## src/rtl/pio_timer_pkg.sv

```systemverilog
package pio_timer_pkg;

  localparam int TIMING_W = 8;
  localparam int CNT_W    = 4;

  typedef enum logic [2:0] {
    PH_IDLE,
    PH_SETUP,
    PH_ACTIVE,
    PH_HOLD,
    PH_DONE
  } phase_t;

  typedef enum logic [2:0] {
    CNT_KEEP,
    CNT_SETUP,
    CNT_ACTIVE,
    CNT_HOLD,
    CNT_DEC
  } cntOp_t;

  typedef struct packed {
    logic   snapEn;
    cntOp_t cntOp;
  } ctrlStrobe_t;

  // Counter preloads: a phase of L clocks loads L-1 and counts down to zero.
  function automatic logic [CNT_W-1:0] setupLoad(input logic [TIMING_W-1:0] b);
    return {{(CNT_W-2){1'b0}}, b[7:6]};
  endfunction

  function automatic logic [CNT_W-1:0] holdLoad(input logic [TIMING_W-1:0] b);
    return {{(CNT_W-3){1'b0}}, b[5:3]};
  endfunction

  function automatic logic [CNT_W-1:0] activeLoad(input logic [TIMING_W-1:0] b);
    return {{(CNT_W-3){1'b0}}, b[2:0]} + {{(CNT_W-1){1'b0}}, 1'b1};
  endfunction

endpackage

```

## src/rtl/pio_timer_datapath.sv

```systemverilog
module pio_timer_datapath
  import pio_timer_pkg::*;
#(
  parameter logic [TIMING_W-1:0] DATA_RESET = 8'hF5,
  parameter logic [TIMING_W-1:0] CMD_RESET  = 8'hDE,
  parameter int                  NUM_PORTS  = 2
) (
  input  logic                clk,
  input  logic                rstN,
  input  ctrlStrobe_t         strobe,
  input  logic                portSel,
  input  logic                timingWrEn,
  input  logic                timingWrSel,
  input  logic [TIMING_W-1:0] timingWrData,
  output logic [TIMING_W-1:0] dataTiming,
  output logic [TIMING_W-1:0] cmdTiming,
  output logic                countZero
);

  logic [TIMING_W-1:0] timingQ [NUM_PORTS];
  logic [TIMING_W-1:0] liveByte;
  logic [TIMING_W-1:0] snapQ;
  logic [CNT_W-1:0]    countQ;

  // One register per port, each with its own reset value.
  for (genvar g = 0; g < NUM_PORTS; g++) begin : g_timing
    localparam logic [TIMING_W-1:0] RST_VAL = (g == 0) ? DATA_RESET : CMD_RESET;
    always_ff @(posedge clk) begin
      if (!rstN) begin
        timingQ[g] <= RST_VAL;
      end else if (timingWrEn && (timingWrSel == 1'(g))) begin
        timingQ[g] <= timingWrData;
      end
    end
  end

  assign dataTiming = timingQ[0];
  assign cmdTiming  = timingQ[1];
  assign liveByte   = timingQ[portSel];

  // Snapshot of the governing byte, taken when a cycle is accepted.
  always_ff @(posedge clk) begin
    if (!rstN) begin
      snapQ <= '0;
    end else if (strobe.snapEn) begin
      snapQ <= liveByte;
    end
  end

  // Phase counter. The setup preload reads the live byte, because the
  // snapshot is written on the same edge.
  always_ff @(posedge clk) begin
    if (!rstN) begin
      countQ <= '0;
    end else begin
      unique case (strobe.cntOp)
        CNT_SETUP:  countQ <= setupLoad(liveByte);
        CNT_ACTIVE: countQ <= activeLoad(snapQ);
        CNT_HOLD:   countQ <= holdLoad(snapQ);
        CNT_DEC:    countQ <= countQ - {{(CNT_W-1){1'b0}}, 1'b1};
        default:    countQ <= countQ;
      endcase
    end
  end

  assign countZero = (countQ == '0);

endmodule

```

## src/rtl/pio_timer_ctrl.sv

```systemverilog
module pio_timer_ctrl
  import pio_timer_pkg::*;
(
  input  logic        clk,
  input  logic        rstN,
  input  logic        startReq,
  input  logic        isWrite,
  input  logic        waitEnable,
  input  logic        iordyIn,
  input  logic        countZero,
  output ctrlStrobe_t strobe,
  output logic        busy,
  output logic        done,
  output logic        rdStrobe,
  output logic        wrStrobe
);

  phase_t phaseQ, phaseD;
  logic   dirWriteQ;
  logic   acceptStart;
  logic   activeRelease;

  // A new cycle may begin only when nothing is running.
  assign acceptStart   = startReq && (phaseQ == PH_IDLE || phaseQ == PH_DONE);
  assign activeRelease = countZero && (!waitEnable || iordyIn);

  always_comb begin
    phaseD       = phaseQ;
    strobe       = '{snapEn: 1'b0, cntOp: CNT_KEEP};
    unique case (phaseQ)
      PH_IDLE, PH_DONE: begin
        if (acceptStart) begin
          phaseD       = PH_SETUP;
          strobe.snapEn = 1'b1;
          strobe.cntOp  = CNT_SETUP;
        end else begin
          phaseD = PH_IDLE;
        end
      end
      PH_SETUP: begin
        if (countZero) begin
          phaseD       = PH_ACTIVE;
          strobe.cntOp = CNT_ACTIVE;
        end else begin
          strobe.cntOp = CNT_DEC;
        end
      end
      PH_ACTIVE: begin
        if (activeRelease) begin
          phaseD       = PH_HOLD;
          strobe.cntOp = CNT_HOLD;
        end else if (!countZero) begin
          strobe.cntOp = CNT_DEC;
        end
      end
      PH_HOLD: begin
        if (countZero) begin
          phaseD = PH_DONE;
        end else begin
          strobe.cntOp = CNT_DEC;
        end
      end
      default: phaseD = PH_IDLE;
    endcase
  end

  always_ff @(posedge clk) begin
    if (!rstN) begin
      phaseQ    <= PH_IDLE;
      dirWriteQ <= 1'b0;
    end else begin
      phaseQ <= phaseD;
      if (acceptStart) begin
        dirWriteQ <= isWrite;
      end
    end
  end

  assign busy     = (phaseQ == PH_SETUP) || (phaseQ == PH_ACTIVE) || (phaseQ == PH_HOLD);
  assign done     = (phaseQ == PH_DONE);
  assign rdStrobe = (phaseQ == PH_ACTIVE) && !dirWriteQ;
  assign wrStrobe = (phaseQ == PH_ACTIVE) &&  dirWriteQ;

endmodule

```

## src/rtl/pio_cycle_timer.sv

```systemverilog
module pio_cycle_timer
  import pio_timer_pkg::*;
#(
  parameter logic [TIMING_W-1:0] DATA_RESET = 8'hF5,
  parameter logic [TIMING_W-1:0] CMD_RESET  = 8'hDE
) (
  input  logic                clk,
  input  logic                rstN,
  input  logic                startReq,
  input  logic                portSel,
  input  logic                isWrite,
  input  logic                waitEnable,
  input  logic                iordyIn,
  input  logic                timingWrEn,
  input  logic                timingWrSel,
  input  logic [TIMING_W-1:0] timingWrData,
  output logic [TIMING_W-1:0] dataTiming,
  output logic [TIMING_W-1:0] cmdTiming,
  output logic                busy,
  output logic                done,
  output logic                rdStrobe,
  output logic                wrStrobe
);

  ctrlStrobe_t ctrlStrobe;
  logic        countZero;

  pio_timer_ctrl u_ctrl (
    .clk        (clk),
    .rstN       (rstN),
    .startReq   (startReq),
    .isWrite    (isWrite),
    .waitEnable (waitEnable),
    .iordyIn    (iordyIn),
    .countZero  (countZero),
    .strobe     (ctrlStrobe),
    .busy       (busy),
    .done       (done),
    .rdStrobe   (rdStrobe),
    .wrStrobe   (wrStrobe)
  );

  pio_timer_datapath #(
    .DATA_RESET (DATA_RESET),
    .CMD_RESET  (CMD_RESET)
  ) u_dp (
    .clk          (clk),
    .rstN         (rstN),
    .strobe       (ctrlStrobe),
    .portSel      (portSel),
    .timingWrEn   (timingWrEn),
    .timingWrSel  (timingWrSel),
    .timingWrData (timingWrData),
    .dataTiming   (dataTiming),
    .cmdTiming    (cmdTiming),
    .countZero    (countZero)
  );

endmodule

```

## config.mk

```make
export PLATFORM = sky130hd
export DESIGN_NAME = pio_cycle_timer
export DESIGN_NICKNAME = d
export VERILOG_FILES = /design/src/rtl/pio_timer_pkg.sv /design/src/rtl/pio_timer_datapath.sv /design/src/rtl/pio_timer_ctrl.sv /design/src/rtl/pio_cycle_timer.sv
export SDC_FILE = /design/constraint.sdc
export NUM_CORES = 1
export LEC_CHECK = 0
export ABC_AREA = 1
export CORE_AREA = 4 4 78 80
export CTS_CLUSTER_SIZE = 30
export DETAILED_ROUTE_END_ITERATION = 16
export DIE_AREA = 0 0 82 84
export GPL_TIMING_DRIVEN = 0
export SLEW_MARGIN = 20
export SYNTH_ARGS = -nofsm -noshare
export SYNTH_HDL_FRONTEND = slang
export SYNTH_SLANG_ARGS = --single-unit
```

## constraint.sdc

```tcl
create_clock -name clk -period 2 [get_ports clk]
set_input_delay 0.6 -clock clk [delete_from_list [all_inputs] [get_ports clk]]
set_output_delay 0.6 -clock clk [all_outputs]
set_load 0.02 [all_outputs]
```

==> impl_metrics.json <==
{
  "place_congestion": 0.851,
  "synth_edf_count": 16,
  "avgSynthCellArea_sq_um": 8.21,
  "required_ns": 2.02,
  "rrSetupSlack_ns": 0.41,
  "synth_area_leaders": "edfxtp_1, dfxtp_1, inv_1",
  "finClkSkew_ns": 0.00735,
  "setup_viol": 0,
  "multi_input_area_sq_um": 653,
  "htree_levels": 2,
  "io_pins": 37,
  "portBuffers": 36,
  "grt_pass1_vias": 1306,
  "design_area_sq_um": 2110,
  "clk_latency_ns": 0.28,
  "period_share_pct": 95.7,
  "finalHoldViolCount": 0,
  "hold_depth": 2,
  "start_util_pct": 28.9,
  "synth_top_area_cell": "edfxtp_1",
  "synth.most_common_cell": "inv_1",
  "ys_types": 30,
  "antenna_found_initial": 0,
  "max_freq_mhz": 522,
  "finalCriticalPeriod_ns": 1.91,
  "clk_pin_slew_ns": 0.07,
  "timing.rr.start": "u_dp.countQ[0]",
  "ys_ff_latch": 30,
  "synth_common_cells": "inv_1, nand2_1, nor2_1",
  "slew_violations": 0,
  "drc": 0,
  "clockBufferDepth": 2,
  "worst_pin_slew_ns": 0.784,
  "synthFlopType": "edfxtp_1",
  "synthesis.area_sq_um": 1560,
  "first_pass_iters": 4,
  "grt_first_pass_wirelength_microns": 5890,
  "clkSinkCount": 30,
  "dp_slack_ns": -0.520,
  "die_height_microns": 84,
  "ir_worst_vdd_mv": 0.380,
  "p_leak_nw": 0.880,
  "grt_max_degree": 12,
  "coreArea_sq_um": 5410,
  "hold_ws_ns": 0.473,
  "antenna_left": 0,
  "diodes": 0,
  "hold_class": "flop to flop",
  "grt_usage_pct": 11.1,
  "synthArstFlopShare_pct": 0,
  "drt-total-wl_microns": 3500,
  "cp.arrival_ns": 1.93,
  "ff2ff_path_depth": 8,
  "slew_headroom_pct": 47.4,
  "yosysWarningCount": 0,
  "yosysSeqAreaShare_pct": 48.8,
  "drt-initial-drc-count": 60,
  "ff_latch_area_sq_um": 763,
  "setup.worst_path.start_class": "input port",
  "powerDensity_nw_per_um2": 1090,
  "crit_fanout": 7,
  "core.rowCount": 27,
  "grt-ovfl-total": 0,
  "whs_endpoint": "u_ctrl.dirWriteQ",
  "cts_tree": "yes",
  "dpl_cell_area_sq_um": 2010,
  "area_delta_synth_final_pct": 35.2,
  "fin_total_pwr_mw": 2.30,
  "synthCells": 190,
  "numCtsBuffers": 5,
  "drt-vias-per-instance": 4.33,
  "die_w_microns": 82,
  "setup_ws_ns": 0.0856,
  "fin_util_pct": 39.0,
  "synth_nets": 210,
  "endpoint_kind": "flop",
  "layout-drive-gt1-share_pct": 14.0,
  "worstHoldStart": "u_ctrl.dirWriteQ",
  "status": "finished, final reports clean",
  "wl_per_cell_microns": 11.4,
  "n_fill_cell": 574,
  "r2r_end": "u_dp.countQ[2]",
  "crit_type": "input port to flop",
  "hpwl_microns": 2590,
  "synth.top_cell.area_share_pct": 30.8,
  "hold_buffers": 0,
  "num-nets-final": 254,
  "maxCapViolCount": 0,
  "die-area_sq_um": 6890,
  "rsz0062_at_grt": "true",
  "vias": 1329,
  "root_buffer": "clkbuf_8"
}
[worst max path at each step]
stage / start / to / slack [ns] / cells after the start
final: rstN / u_dp.timingQ[0][5] / 0.09 / 4
after global routing: rstN / u_dp.timingQ[0][7] / -0.02 / 3
after CTS: u_ctrl.phaseQ[1] / rdStrobe / 0.02 / 5
after detailed placement: rstN / u_dp.timingQ[1][3] / -0.52 / 4
after global placement: timingWrEn / u_dp.timingQ[0][4] / -0.53 / 3
after floorplan: u_ctrl.phaseQ[1] / rdStrobe / 0.29 / 4
[timing repair]
action | in CTS | in global routing
pin swaps | 1 | 0
hold endpoints to repair | 0 | 0
resized for setup | 10 | 3
setup buffers | 1 | 0
endpoints found under the setup margin | 20 | 19
[cell type report]
type	count	area share, %
sequential	30	36.2
multi-input combinational	120	31.0
timing repair buffer	37	16.9
inverter	37	6.70
tap	72	4.27
clock buffer	5	3.26
clock inverter	3	1.01
buffer	3	0.712
[cells in the final DEF, fill, tap and decap left out, types with 2 or more instances in the layout]
cell / synthesis / final
edfxtp_1: 16 / 16
inv_1: 34 / 34
nor2_2: 3 / 3
nand3_1: 11 / 11
nand4_1: 2 / 2
buf_4: 1 / 2
dfxtp_2: 0 / 2
a21oi_1: 17 / 17
o21ai_1: 0 / 2
clkbuf_8: 0 / 5
nand2_4: 2 / 2
nor2_1: 24 / 24
o21ai_0: 11 / 9
clkdlybuf4s50_1: 0 / 32
inv_2: 2 / 2
ha_1: 3 / 3
nand2_2: 2 / 2
nor2_4: 3 / 3
dfxtp_1: 14 / 12
nor3_2: 0 / 2
nand2_1: 29 / 29
clkbuf_2: 0 / 2
[metrics by stage]
step                      instances  TNS [ns]
after floorplan                 190         0
after global placement          298    -15.30
after detailed placement        298    -12.07
after CTS                       307         0
after global routing            307    -0.244
final                           307         0
[worst max-delay path: stages]
cell and delay, ns:
clkdlybuf4s50_1 0.51, inv_1 0.16, nor3_2 0.56, nand2_1 0.10
[power breakdown]
| group | total [mW] | internal, mW | switching, mW |
|---|---|---|---|
| registers | 0.848 | 0.759 | 0.0885 |
| logic | 0.961 | 0.371 | 0.590 |
| clock network | 0.495 | 0.244 | 0.251 |
| total | 2.30 | 1.37 | 0.929 |
[routing by layer]
metal | share of wire [%] | GRT usage [%] | up-vias
li1 | - | - | 699
met1 | 47 | 13.5 | 585
met2 | 47 | 18.2 | 40
met3 | 5.5 | 3.35 | 5
met4 | 0.83 | 3.63 | 0
met5 | 0 | 0 | -
[state kept, by name, indices dropped and copies added (netlist names)]
name              count
u_dp.timingQ         16
u_dp.snapQ            6
u_ctrl.phaseQ         3
u_dp.countQ           4
u_ctrl.dirWriteQ      1
[cell families (layout without fill, tap and decap cells)]
kind of cell | after synthesis | count (layout) | share of synthesized area (%)
flip-flops | 30 | 30 | 48.8
XOR/XNOR | 1 | 1 | 0.561
adder cells (fa/ha/maj) | 3 | 3 | 2.41
multiplexers | 1 | 1 | 0.722
buffers and inverters | 40 | 85 | 10.0
AND/OR/NAND/NOR | 82 | 82 | 25.7
AO/OA/AOI/OAI | 33 | 33 | 11.9
Power figures use the tool's default switching activity.
